`config.mk`:
```
export PLATFORM = sky130hd
export DESIGN_NAME = ucode_ctrl_seq
export DESIGN_NICKNAME = d
export VERILOG_FILES = /design/src/rtl/ucode_pkg.sv /design/src/rtl/ucode_step_ctr.sv /design/src/rtl/ucode_store.sv /design/src/rtl/ucode_wr_decode.sv /design/src/rtl/ucode_ctrl_seq.sv
export SDC_FILE = /design/constraint.sdc
export NUM_CORES = 1
export LEC_CHECK = 0
export BUFFER_PORTS_ARGS = -buffer_cell sky130_fd_sc_hd__buf_2
export CORE_MARGIN = 8
export CORE_UTILIZATION = 38
export DETAILED_ROUTE_END_ITERATION = 10
export PLACE_DENSITY = 0.88
export SETUP_SLACK_MARGIN = 0.05
export SLEW_MARGIN = 25
export SYNTH_ARGS = -nofsm -noshare
export SYNTH_HDL_FRONTEND = slang
export SYNTH_SLANG_ARGS = --single-unit
```
`constraint.sdc`:
```
create_clock -name clk -period 3 [get_ports clk]
set_input_delay 0.45 -clock clk [delete_from_list [all_inputs] [get_ports clk]]
set_output_delay 0.45 -clock clk [all_outputs]
set_load 0.005 [all_outputs]
```
`src/rtl/ucode_pkg.sv`:
```
package ucode_pkg;

    localparam int STEP_W_DEF = 2;
    localparam int NWR_DEF    = 3;
    localparam int OP_W       = 8;

    // Control word; every field is active low and rests at 1.
    typedef struct packed {
        logic        clr_n;      // 31 asynchronous counter clear
        logic [13:0] spare_hi;   // 30:17 unused
        logic [2:0]  alu_op;     // 16:14 ALU function
        logic [1:0]  wsel;       // 13:12 encoded bus writer
        logic        a_out;      // 11
        logic        rsvd;       // 10 unused
        logic        mem_wr;     // 9
        logic        v_out;      // 8
        logic        u_out;      // 7
        logic        v_ld;       // 6
        logic        u_ld;       // 5
        logic        a_ld;       // 4
        logic        pc_inc;     // 3
        logic        ir_ld;      // 2
        logic        mem_rd;     // 1
        logic        addr_pc;    // 0
    } ctrl_word_t;

    localparam int CW_W = $bits(ctrl_word_t);

    localparam logic [OP_W-1:0] OP_LDI   = 8'h01;
    localparam logic [OP_W-1:0] OP_AHI_U = 8'h02;
    localparam logic [OP_W-1:0] OP_DHI_V = 8'h03;
    localparam logic [OP_W-1:0] OP_STA   = 8'h04;
    localparam logic [1:0]      ALU_GRP  = 2'b01;

    localparam logic [1:0] WSEL_ALU  = 2'd0;
    localparam logic [1:0] WSEL_AHI  = 2'd1;
    localparam logic [1:0] WSEL_DHI  = 2'd2;
    localparam logic [1:0] WSEL_NONE = 2'd3;

    function automatic ctrl_word_t idle_word();
        ctrl_word_t w;
        w = '1;
        return w;
    endfunction

    function automatic ctrl_word_t fetch_word();
        ctrl_word_t w;
        w         = idle_word();
        w.addr_pc = 1'b0;
        w.mem_rd  = 1'b0;
        w.ir_ld   = 1'b0;
        w.pc_inc  = 1'b0;
        return w;
    endfunction

    function automatic bit is_alu(input logic [OP_W-1:0] op);
        return op[OP_W-1:OP_W-2] == ALU_GRP;
    endfunction

    // Number of action steps between fetch and clear.
    function automatic int act_steps(input logic [OP_W-1:0] op);
        if (is_alu(op)) return 1;
        case (op)
            OP_LDI, OP_AHI_U, OP_DHI_V: return 1;
            OP_STA:                     return 2;
            default:                    return 0;
        endcase
    endfunction

endpackage

```
`src/rtl/ucode_step_ctr.sv`:
```
module ucode_step_ctr #(
    parameter int STEP_W = ucode_pkg::STEP_W_DEF
) (
    input  logic              clk,
    input  logic              rst,
    input  logic              clr_n,
    output logic [STEP_W-1:0] step
);

    always_ff @(posedge clk or negedge clr_n) begin
        if (!clr_n) begin
            step <= '0;
        end else if (rst) begin
            step <= '0;
        end else begin
            step <= step + 1'b1;
        end
    end

endmodule

```
`src/rtl/ucode_store.sv`:
```
module ucode_store
    import ucode_pkg::*;
#(
    parameter int STEP_W = STEP_W_DEF
) (
    input  logic [OP_W-1:0]   opcode,
    input  logic [STEP_W-1:0] step,
    output ctrl_word_t        word
);

    logic [31:0] step_i;
    int          n_act;

    assign step_i = 32'(step);
    assign n_act  = act_steps(opcode);

    always_comb begin
        word = idle_word();
        if (step == '0) begin
            word = fetch_word();
        end else if (step_i > 32'(n_act)) begin
            word.clr_n = 1'b0;
        end else if (is_alu(opcode)) begin
            word.wsel   = WSEL_ALU;
            word.a_ld   = 1'b0;
            word.alu_op = opcode[2:0];
        end else begin
            case (opcode)
                OP_LDI: begin
                    word.addr_pc = 1'b0;
                    word.mem_rd  = 1'b0;
                    word.a_ld    = 1'b0;
                    word.pc_inc  = 1'b0;
                end
                OP_AHI_U: begin
                    word.wsel = WSEL_AHI;
                    word.u_ld = 1'b0;
                end
                OP_DHI_V: begin
                    word.wsel = WSEL_DHI;
                    word.v_ld = 1'b0;
                end
                OP_STA: begin
                    if (step_i == 32'd1) begin
                        word.addr_pc = 1'b0;
                        word.a_out   = 1'b0;
                        word.mem_wr  = 1'b0;
                    end else begin
                        word.pc_inc  = 1'b0;
                    end
                end
                default: word = idle_word();
            endcase
        end
    end

endmodule

```
`src/rtl/ucode_wr_decode.sv`:
```
module ucode_wr_decode #(
    parameter int NWR   = ucode_pkg::NWR_DEF,
    parameter int ENC_W = $clog2(NWR + 1)
) (
    input  logic [ENC_W-1:0] code,
    output logic [NWR-1:0]   en_n
);

    // The all-ones code stays above every writer index, so it selects none.
    for (genvar g = 0; g < NWR; g++) begin : g_wr
        assign en_n[g] = (code != ENC_W'(g));
    end

endmodule

```
`src/rtl/ucode_ctrl_seq.sv`:
```
module ucode_ctrl_seq
    import ucode_pkg::*;
#(
    parameter int STEP_W = STEP_W_DEF,
    parameter int NWR    = NWR_DEF
) (
    input  logic              clk,
    input  logic              rst,
    input  logic [OP_W-1:0]   opcode,
    output logic [STEP_W-1:0] step,
    output logic [CW_W-1:0]   ctrl_n,
    output logic [NWR-1:0]    wr_en_n
);

    localparam int ENC_W = $clog2(NWR + 1);

    ctrl_word_t word;

    ucode_step_ctr #(.STEP_W(STEP_W)) u_ctr (
        .clk   (clk),
        .rst   (rst),
        .clr_n (word.clr_n),
        .step  (step)
    );

    ucode_store #(.STEP_W(STEP_W)) u_store (
        .opcode (opcode),
        .step   (step),
        .word   (word)
    );

    ucode_wr_decode #(.NWR(NWR), .ENC_W(ENC_W)) u_dec (
        .code (word.wsel[ENC_W-1:0]),
        .en_n (wr_en_n)
    );

    assign ctrl_n = word;

endmodule

```
* Word-level counts from Yosys, hierarchy flattened
Index checks and enable logic that the tools add are counted.
** Word-level totals
- Register bits after elaboration :: 2
- Output and inout port bits :: 37
- Logic and storage cells :: 35
** Operators by class
- Add/subtract/negate cells :: 1
- $lt $le $gt $ge :: 1
- Equality and inequality tests :: 8
- Mux-type cells :: 21
- Reductions and logical operators :: 3
** Operators with widths (number)
- $mux W32 :: 2
- $gt A2 B32 Y1 :: 1
- $mux W17 :: 1
- $eq A8 B2 Y1 const B :: 2
- $mux W1 :: 10
- $eq A8 B1 Y1 const B :: 1
- $eq A8 B3 Y1 const B :: 1
- $pmux W2 S2 :: 2
- $mux W7 :: 1
- $mux W5 :: 1
- $eq A2 B1 Y1 const B :: 2
- $mux W4 :: 1
- $pmux W1 S2 :: 2
- $reduce_or A3 Y1 :: 1
- $add A2 B1 Y2 const B :: 1
- $logic_not A2 Y1 :: 1
- $mux W2 :: 1
- $ne A2 B1 Y1 const B :: 1
- $ne A2 B2 Y1 const B :: 1
- $reduce_bool A2 Y1 :: 1

* Depth between registers and ports, before layout
Gate-level depths: netlist (run 1).
- Depth after elaboration :: 8
- Gate-level depth with buffers :: 8
- Gate-level depth less buffers :: 7

* Cells and area by module
From an unflattened synthesis (run 1), not the netlist that was laid out.
** Unflattened totals
- Cell total of the unflattened synthesis :: 73
- Area, all modules :: 505.5 um^2
** By module, submodules not included
- ucode_store :: times used 1, cells each 65, area an instance 420.4 um^2, sequential area each 0.0 um^2
- ucode_step_ctr :: times used 1, cells each 5, area an instance 66.3 um^2, sequential area each 50.0 um^2
- ucode_wr_decode :: times used 1, cells each 3, area an instance 18.8 um^2, sequential area each 0.0 um^2

* Worst setup path after synthesis (run 1)
OpenSTA, ideal clock, no wires.
- Kind :: in2out
- Start :: in opcode[3]
- End :: out ctrl_n[31]
- Data arrival time :: 2054 ps
- Data required time :: 2550 ps
- Slack :: 496 ps
- Stages on the path :: 8
- Buffers on the path :: 1
- Cell sequence :: or3_4 > nor2b_4 > nand2b_1 > ha_1 > nor2b_1 > o21ai_0 > nand2b_1 > buf_4
** On the way
- Longest elaborated chain between the ends :: 7
- Elaborated cells between the ends (all ways) :: 10
** Ends and longest elaborated chain
- from (decl) :: RTL line ucode_ctrl_seq.sv:9 : input logic [OP_W-1:0] opcode,
- $eq A8 B2 Y1 or $eq A8 B1 Y1 (tied branches) :: RTL line ucode_pkg.sv:63 : case (op)
- $reduce_or A3 Y1 :: RTL line ucode_pkg.sv:63
- $pmux W2 S2 * :: RTL line ucode_pkg.sv:63
- $mux W32 * :: RTL line ucode_pkg.sv:63
- $gt A2 B32 Y1 * :: RTL line ucode_store.sv:21 : end else if (step_i > 32'(n_act)) begin
- $mux W1 * :: RTL line ucode_store.sv:21
- $mux W32 * :: RTL line ucode_store.sv:19 : if (step == '0) begin
- to (decl) :: RTL line ucode_ctrl_seq.sv:11 : output logic [CW_W-1:0] ctrl_n,
Mark *: on every way between the ends. The rest lies on a longest branch, timed or not.

* Worst setup path after layout (run 1)
- Start :: in opcode[3]
- End :: out ctrl_n[9]
** On the way
- Longest elaborated chain between the ends :: 7
- Elaborated cells between the ends (all ways) :: 12
** Ends and longest elaborated chain (RTL line)
- $eq A8 B2 Y1 or $eq A8 B1 Y1 (tied branches) :: ucode_pkg.sv:63
- $reduce_or A3 Y1 :: ucode_pkg.sv:63
- $pmux W2 S2 :: ucode_pkg.sv:63
- $mux W32 :: ucode_pkg.sv:63
- $gt A2 B32 Y1 :: ucode_store.sv:21
- $mux W17 * :: ucode_store.sv:21
- $mux W32 * :: ucode_store.sv:19
Marked as above.

==> results of run 1 <==
[placed cells by master, fill, tap and decap left out]
cell,n
nor3_2,1
or3_4,1
clkbuf_4,3
o211ai_1,1
a41o_1,1
inv_1,6
buf_2,29
dfrtp_1,2
nor2_2,1
o22ai_2,1
nor2b_1,4
or2_1,1
nor3b_1,1
nand4bb_1,1
conb_1,17
o21ai_1,2
nand4_1,4
nand3b_1,3
o21ai_0,3
nor2b_4,1
nand2_1,3
a31oi_1,3
ha_1,4
nor3_1,1
nand2b_1,4
nor4_4,1
a21oi_1,1
and4b_1,1
nor2_1,2
[metrics by stage]
step / util (%) / instances / instance area [um2] / total power, mW / hold slack (ns)
2_1_floorplan: - / 91 / 634.4 / 0.1094 / 0.4668
3_3_place_gp: 44.66 / 116 / 649.4 / 0.1216 / 0.4594
3_5_place_dp: 44.66 / 116 / 649.4 / 0.1252 / 0.4644
4_1_cts: 46.21 / 119 / 671.9 / 0.1879 / 0.3826
5_1_grt: 46.21 / 119 / 671.9 / 0.2028 / 0.3863
6_report: 46.21 / 119 / 671.9 / 0.1833 / 0.3941
[metal layers]
| layer | global-route usage [%] | up-vias |
|---|---|---|
| li1 | - | 281 |
| met1 | 10.12 | 258 |
| met2 | 14.72 | 27 |
| met3 | 2.174 | 0 |
| met4 | 4.918 | 0 |
| met5 | 0 | - |
[cells in the mapped netlist]
master     instances
buf_4             20
inv_1              6
ha_1               4
nand2b_1           4
nand4_1            4
nor2b_1            4
o21ai_0            4
a31oi_1            3
nand2_1            3
nand3b_1           3
dfrtp_1            2
nor2_1             2
a21oi_1            1
a41o_1             1
and4b_1            1
conb_1             1
nand4bb_1          1
nor2_2             1
nor2b_4            1
nor3_1             1
nor3_2             1
nor3b_1            1
nor4_4             1
o211ai_1           1
o21ai_1            1
o22ai_2            1
or2_1              1
or3_4              1
[what timing repair did]
action,CTS,global route
endpoints found under the setup margin,0,4
hold buffers,0,0
resized for setup,0,1
[logic make-up after synthesis]
| kind of cell | Yosys count |
|---|---|
| DFF | 2 |
| and+or+nand+nor | 30 |
| other | 1 |
| AOI/OAI and AO/OA | 12 |
| adders and majority gates | 4 |
| buffers and inverters | 26 |
[power by group]
part / total (mW) / internal (mW) / leakage, nW / switching [mW]
registers: 0.0313 / 0.0294 / 0.0250 / 0.00195
logic: 0.0940 / 0.0371 / 0.278 / 0.0569
clock network: 0.0580 / 0.0440 / 0.0138 / 0.0140
total: 0.183 / 0.111 / 0.317 / 0.0728
[final cells by class]
cell class / instances / share of cell area (%)
flip-flops and latches: 2 / 7.449
repair buffers: 29 / 21.60
inverters: 6 / 3.352
well taps: 16 / 2.980
clock buffers: 3 / 3.352
multi-input cells: 63 / 61.27
[worst max-delay path, cell delays in order]
cell	delay, ns
buf_2	0.12
or3_4	0.42
nor2b_4	0.15
nand2b_1	0.07
ha_1	0.28
nor2b_1	0.15
o22ai_2	0.38
nand4bb_1	0.18
buf_2	0.16
[worst max path at each step]
stage                          from    endpoint  slack (ns)  depth (start not counted)
after CTS                 opcode[3]  ctrl_n[31]        0.16                          9
after global routing      opcode[3]   ctrl_n[9]        0.05                          9
final                     opcode[3]   ctrl_n[9]        0.18                          9
after global placement    opcode[3]  ctrl_n[31]        0.23                          9
after floorplan           opcode[3]  ctrl_n[31]        0.50                          8
after detailed placement  opcode[3]  ctrl_n[31]        0.17                          9
==> summary.md, run 1 <==
| Metric | Value |
|---|---|
| WL final | `1.458 mm` |
| Clock tree buffer depth | `2` |
| Syn Area/Cell | `7.657 um2` |
| CTS root buf | `clkbuf_4` |
| Fmax | `354.1 MHz` |
| CTS tree | `built` |
| Yosys top cell area share | `26.14%` |
| DRT antenna net count | `0` |
| Setup bufs post-CTS | `0` |
| Met3 routed WL | `200 um` |
| PortBufs | `29` |
| Final Skew | `0.001130 ns` |
| Post-route setup slack | `0.1762 ns` |
| Total number of vias | `566` |
| VDD IR max | `219.2 uV` |
| Core Box Area | `1454 um2` |
| Main combinational cell family by area after synthesis | `simple AND/OR/NAND/NOR gates` |
| Largest register FFs | `2` |
| WP data arrival | `2.37 ns` |
| DRC violations left | `0` |
| Worst r2r dst | `u_ctr.step[1]` |
| Reg2Reg Launch Point | `u_ctr.step[1]` |
| Area of the multi-input gates | `411.6 um2` |
| Register area share after synthesis | `8.715%` |
| Max capacitance violation total | `0` |
| Critical path fanouts, max | `12` |
| Period Utilization, post-route | `94.13%` |
| Post-synthesis cell count | `75` |
| Pre-CTS WS | `0.1715 ns` |
| Sequential Area | `50.05 um2` |
| Yosys reg bits | `2` |
| Synth warnings | `3` |
| Worst hold endpoint | `u_ctr.step[0]` |
| Clk_lat worst skew | `0.22 ns` |
| Crit start category | `primary input` |
| Hold path cells | `2` |
| Max-slew violation count | `0` |
| Netlist cell types | `28` |
| Area of the mapped netlist | `574.3 um2` |
| Top cells by area, synth | `buf_4 26%, dfrtp_1 8.7%, ha_1 8.7%, nand2b_1 4.4%, nand4_1 4.4%` |
| HPWL after DPL | `1.256 mm` |
| Final #Nets | `119` |
| Highest metal used | `met3` |
| Clock sinks | `2` |
| R2R Setup Slk | `1.89 ns` |
| Synth Area in Adders | `8.715%` |
| Drt wl/cell | `12.25 um` |
| Die height | `54.88 um` |
| Crit. End Element | `output pin` |
| Worst-path clk slew | `0.03 ns` |
| XOR/XNOR Fraction of Synth Area | `0%` |
| Cts bufs inserted | `3` |
| Fin. Hold Viols | `0` |
| Vias in the first global route | `485` |
| Initial antenna violation count | `0` |
| RSZ-0062 raised after global routing | `false` |
| Final min period | `2.824 ns` |
| Row cnt | `14` |
| Complex-gate fraction of the synthesized area | `13.73%` |
| Worst hold start | `rst` |
| Share of cells above drive strength 1 | `36.89%` |
| Simple logic cell fraction of the synthesized area | `38.13%` |
| Worst EP required | `2.55 ns` |
| Area growth syn-to-layout | `16.99%` |
| Pwr dens | `272.9 nW/um2` |
| Mux cell area share after synthesis | `0%` |
| Vias/cell | `4.756` |
| Critical path class | `in2out` |
| Pre-Repair DR Iteration Count | `5` |
| Initial DRC Count | `26` |
| TNS Setup | `0 ns` |
| Final Wtd Congestion | `0.7626` |
| Starting Density | `39.50%` |
| Pleak | `0.3166 nW` |
| Final setup fails | `0` |
| M1 wire length | `520 um` |
| Total track usage | `8.874%` |
| H-Tree Depth | `1` |
| First-pass GRT wire length | `2.049 mm` |
| Cell taking the most area after synthesis | `buf_4` |
| Pin count of the biggest net entering global routing | `13` |
| Hold Crit Class | `in2reg` |
| Wire length on met2 | `736 um` |
| Chip width | `54.88 um` |
| Global route overflow | `0` |
| Status | `finished, final reports clean` |
| Most flops, register | `u_ctr.step` |
| Fill cells | `161` |
| Die ar. | `3011 um2` |
| Diodes inserted | `0` |
| Worst R2R Path Depth | `4` |
| # IOs | `47` |
| Largest regs | `u_ctr.step: 2 flops` |
(Power assumes the default switching activity.)
==> run 2: changes to the inputs <==
--- a/config.mk
+++ b/config.mk
@@ -5,6 +5,8 @@
 export SDC_FILE = /design/constraint.sdc
 export NUM_CORES = 1
 export LEC_CHECK = 0
+export ABC_AREA = 1
+export ABC_CLOCK_PERIOD_IN_PS = 3000
 export BUFFER_PORTS_ARGS = -buffer_cell sky130_fd_sc_hd__buf_2
 export CORE_MARGIN = 8
 export CORE_UTILIZATION = 38
==> constraint.sdc (replaced) <==
create_clock -name clk -period 3 [get_ports clk]
set_input_delay 0.45 -clock clk [delete_from_list [all_inputs] [get_ports clk]]
set_output_delay 0.45 -clock clk [all_outputs]
set_load 0.02 [all_outputs]
==> run 2 against run 1 <==
  * Total power grew 17%
  * Setup slack gained 0.41 ns
  * Non-clock buffer count is the same
  * Synthesized area shrank 1.3%
  * Routed wire length shrank 3.2%
==> summary.md, run 2 <==
| Metric | Value |
|---|---|
| Critical path fanouts, max | `4` |
| # IOs | `47` |
| Die height | `54.62 um` |
| Final Skew | `0.003391 ns` |
| DRT antenna net count | `0` |
| Vias in the first global route | `583` |
| Largest regs | `u_ctr.step: 2 flops` |
| Pwr dens | `319.7 nW/um2` |
| Comb pwr share | `58.3%` |
| Synth warnings | `3` |
| Total track usage | `9.854%` |
| Drt wl/cell | `10.01 um` |
| Register area share after synthesis | `8.830%` |
| Syn Area/Cell | `5.904 um2` |
| CTS tree | `built` |
| Yosys top cell area share | `25.17%` |
| Final instance area | `671.9 um2` |
| Most frequent cells in the layout | `29 x buf_2, 25 x nand2_1, 17 x inv_1, 17 x conb_1, 9 x nand3_1` |
| TNS Setup | `0 ns` |
| Max capacitance violation total | `0` |
| Final Wtd Congestion | `0.8566` |
| Period Utilization, post-route | `80.46%` |
| Post-synth EDFFs | `0` |
| HPWL after DPL | `1.286 mm` |
| Share of cells above drive strength 1 | `34.40%` |
| Yosys reg bits | `2` |
| Top cells by instance count after synthesis | `25 x nand2_1, 19 x buf_4, 17 x inv_1, 9 x nand3_1, 5 x nor2_1` |
| NetSw | `0.1055 mW` |
| Area of the mapped netlist | `566.8 um2` |
| Reg power frac | `14.7%` |
| Initial DRC Count | `8` |
| Final min period | `2.414 ns` |
| H-Tree Depth | `1` |
| Row cnt | `14` |
| Fmax | `414.3 MHz` |
| Clock tree buffer depth | `2` |
| Core Box Area | `1454 um2` |
| Clk_lat worst skew | `0.22 ns` |
| Crit start category | `primary input` |
| Area growth syn-to-layout | `18.54%` |
| Most instantiated library cell after synthesis | `nand2_1` |
| Setup bufs post-CTS | `0` |
| Fin. Hold Viols | `0` |
| Switching Fraction | `49.10%` |
| DRC violations left | `0` |
| Commonest non-fill, non-tap cell in the layout | `buf_2` |
| Diodes inserted | `0` |
| Clock sinks | `2` |
| Cell taking the most area after synthesis | `buf_4` |
| Vias/cell | `4.241` |
| Hold-fix buffers at CTS | `0` |
| Final setup fails | `0` |
| Cell Int Power | `0.1093 mW` |
| Most used DFF post-synth | `dfrtp_1` |
| Total number of vias | `598` |
| Starting Density | `38.98%` |
| RSZ-0062 raised after global routing | `false` |
| Die ar. | `2983 um2` |
| Worst EP required | `2.55 ns` |
| Initial antenna violation count | `0` |
| Chip width | `54.62 um` |
| Most flops, register | `u_ctr.step` |
| Clock network power share | `27.0%` |
| Area after DPL | `649.4 um2` |
| Post-synth ARST share | `100.0%` |
| Final #Nets | `141` |
| PortBufs | `29` |
| Netlist cell types | `15` |
| Crit. End Element | `output pin` |
| WL final | `1.411 mm` |
| Critical path class | `in2out` |
| WHS | `0.3925 ns` |
| Largest register FFs | `2` |
| Max-slew violation count | `0` |
| Post-CTS sizing | `0` |
| Pleak | `0.4105 nW` |
| WP data arrival | `1.96 ns` |
| Worst-path clk slew | `0.03 ns` |
| Pre-Repair DR Iteration Count | `4` |
| Hold Crit Class | `in2reg` |
| Cts bufs inserted | `3` |
| Status | `finished, final reports clean` |
| Pin count of the biggest net entering global routing | `9` |
| Top cells by area, synth | `buf_4 25%, nand2_1 17%, inv_1 11%, dfrtp_1 8.8%, ha_1 8.8%` |
| Post-synthesis cell count | `96` |
| First-pass GRT wire length | `2.228 mm` |
| CTS root buf | `clkbuf_4` |
| VDD IR max | `257.2 uV` |
| Global route overflow | `0` |
==> run 2: power groups by stage <==
| stage | logic [mW] | clock network, mW | registers [mW] |
|---|---|---|---|
| finish | 0.125 | 0.0580 | 0.0315 |
| global route | 0.139 | 0.0631 | 0.0318 |
| CTS | 0.126 | 0.0622 | 0.0317 |
| detailed placement | 0.125 | 0 | 0.0320 |
| global placement | 0.122 | 0 | 0.0317 |
| floorplan | 0.109 | 0 | 0.0344 |
==> run 2: metrics by stage <==
stage / utilization [%] / std cells / worst slack (ns) / total power [mW]
5_1_grt: 46.21 / 141 / 0.3955 / 0.2340
3_5_place_dp: 44.66 / 138 / 0.5827 / 0.1573
3_3_place_gp: 44.66 / 138 / 0.6093 / 0.1541
6_report: 46.21 / 141 / 0.5861 / 0.2148
4_1_cts: 46.21 / 141 / 0.5757 / 0.2196
2_1_floorplan: - / 112 / 0.7155 / 0.1439
==> run 2: final cells by class <==
class	instances	area (um2)
tap	16	20.02
clock buffer	3	22.52
timing repair buffer	29	145.1
fill	164	782.0
sequential	2	50.05
multi-input combinational	71	359.1
inverter	20	75.07
==> run 2: worst max-delay path: stages <==
cell and delay (ns):
buf_2 0.10, inv_1 0.06, nand2_1 0.08, nor2_4 0.13, nand2_1 0.12, nand3_1 0.11, ha_1 0.23, nand2_1 0.08
a21boi_4 0.21, nand2_1 0.14, nand2_1 0.09, buf_2 0.16
==> run 2: final timing paths <==
| path | depth (start not counted) | from | slack, ns | endpoint |
|---|---|---|---|---|
| max | 12 | opcode[6] | 0.59 | ctrl_n[1] |
| min | 2 | rst | 0.39 | u_ctr.step[1] |
| max reg2reg | 4 | u_ctr.step[0] | 2.06 | u_ctr.step[1] |
| min reg2reg | 1 | u_ctr.step[0] | 0.48 | u_ctr.step[0] |
| max in group asynchronous | 10 | opcode[1] | 1.84 | u_ctr.step[0] |
| min in group asynchronous | 4 | u_ctr.step[1] | 0.53 | u_ctr.step[1] |
==> run 2: metal layers <==
layer / GRT usage, % / routed length (um) / vias up
li1: - / - / 308
met3: 1.630 / 86 / 4
met4: 6.967 / 36 / 0
met1: 7.988 / 475 / 266
met5: 0 / 0 / -
met2: 20.19 / 813 / 20
==> run 2: cells by family after synthesis <==
family,share of synthesized area (%)
buffers and inverters,38.41
other,0.6616
flip-flops,8.830
AND/OR/NAND/NOR,37.31
AO/OA/AOI/OAI,5.960
adder cells (fa/ha/maj),8.830
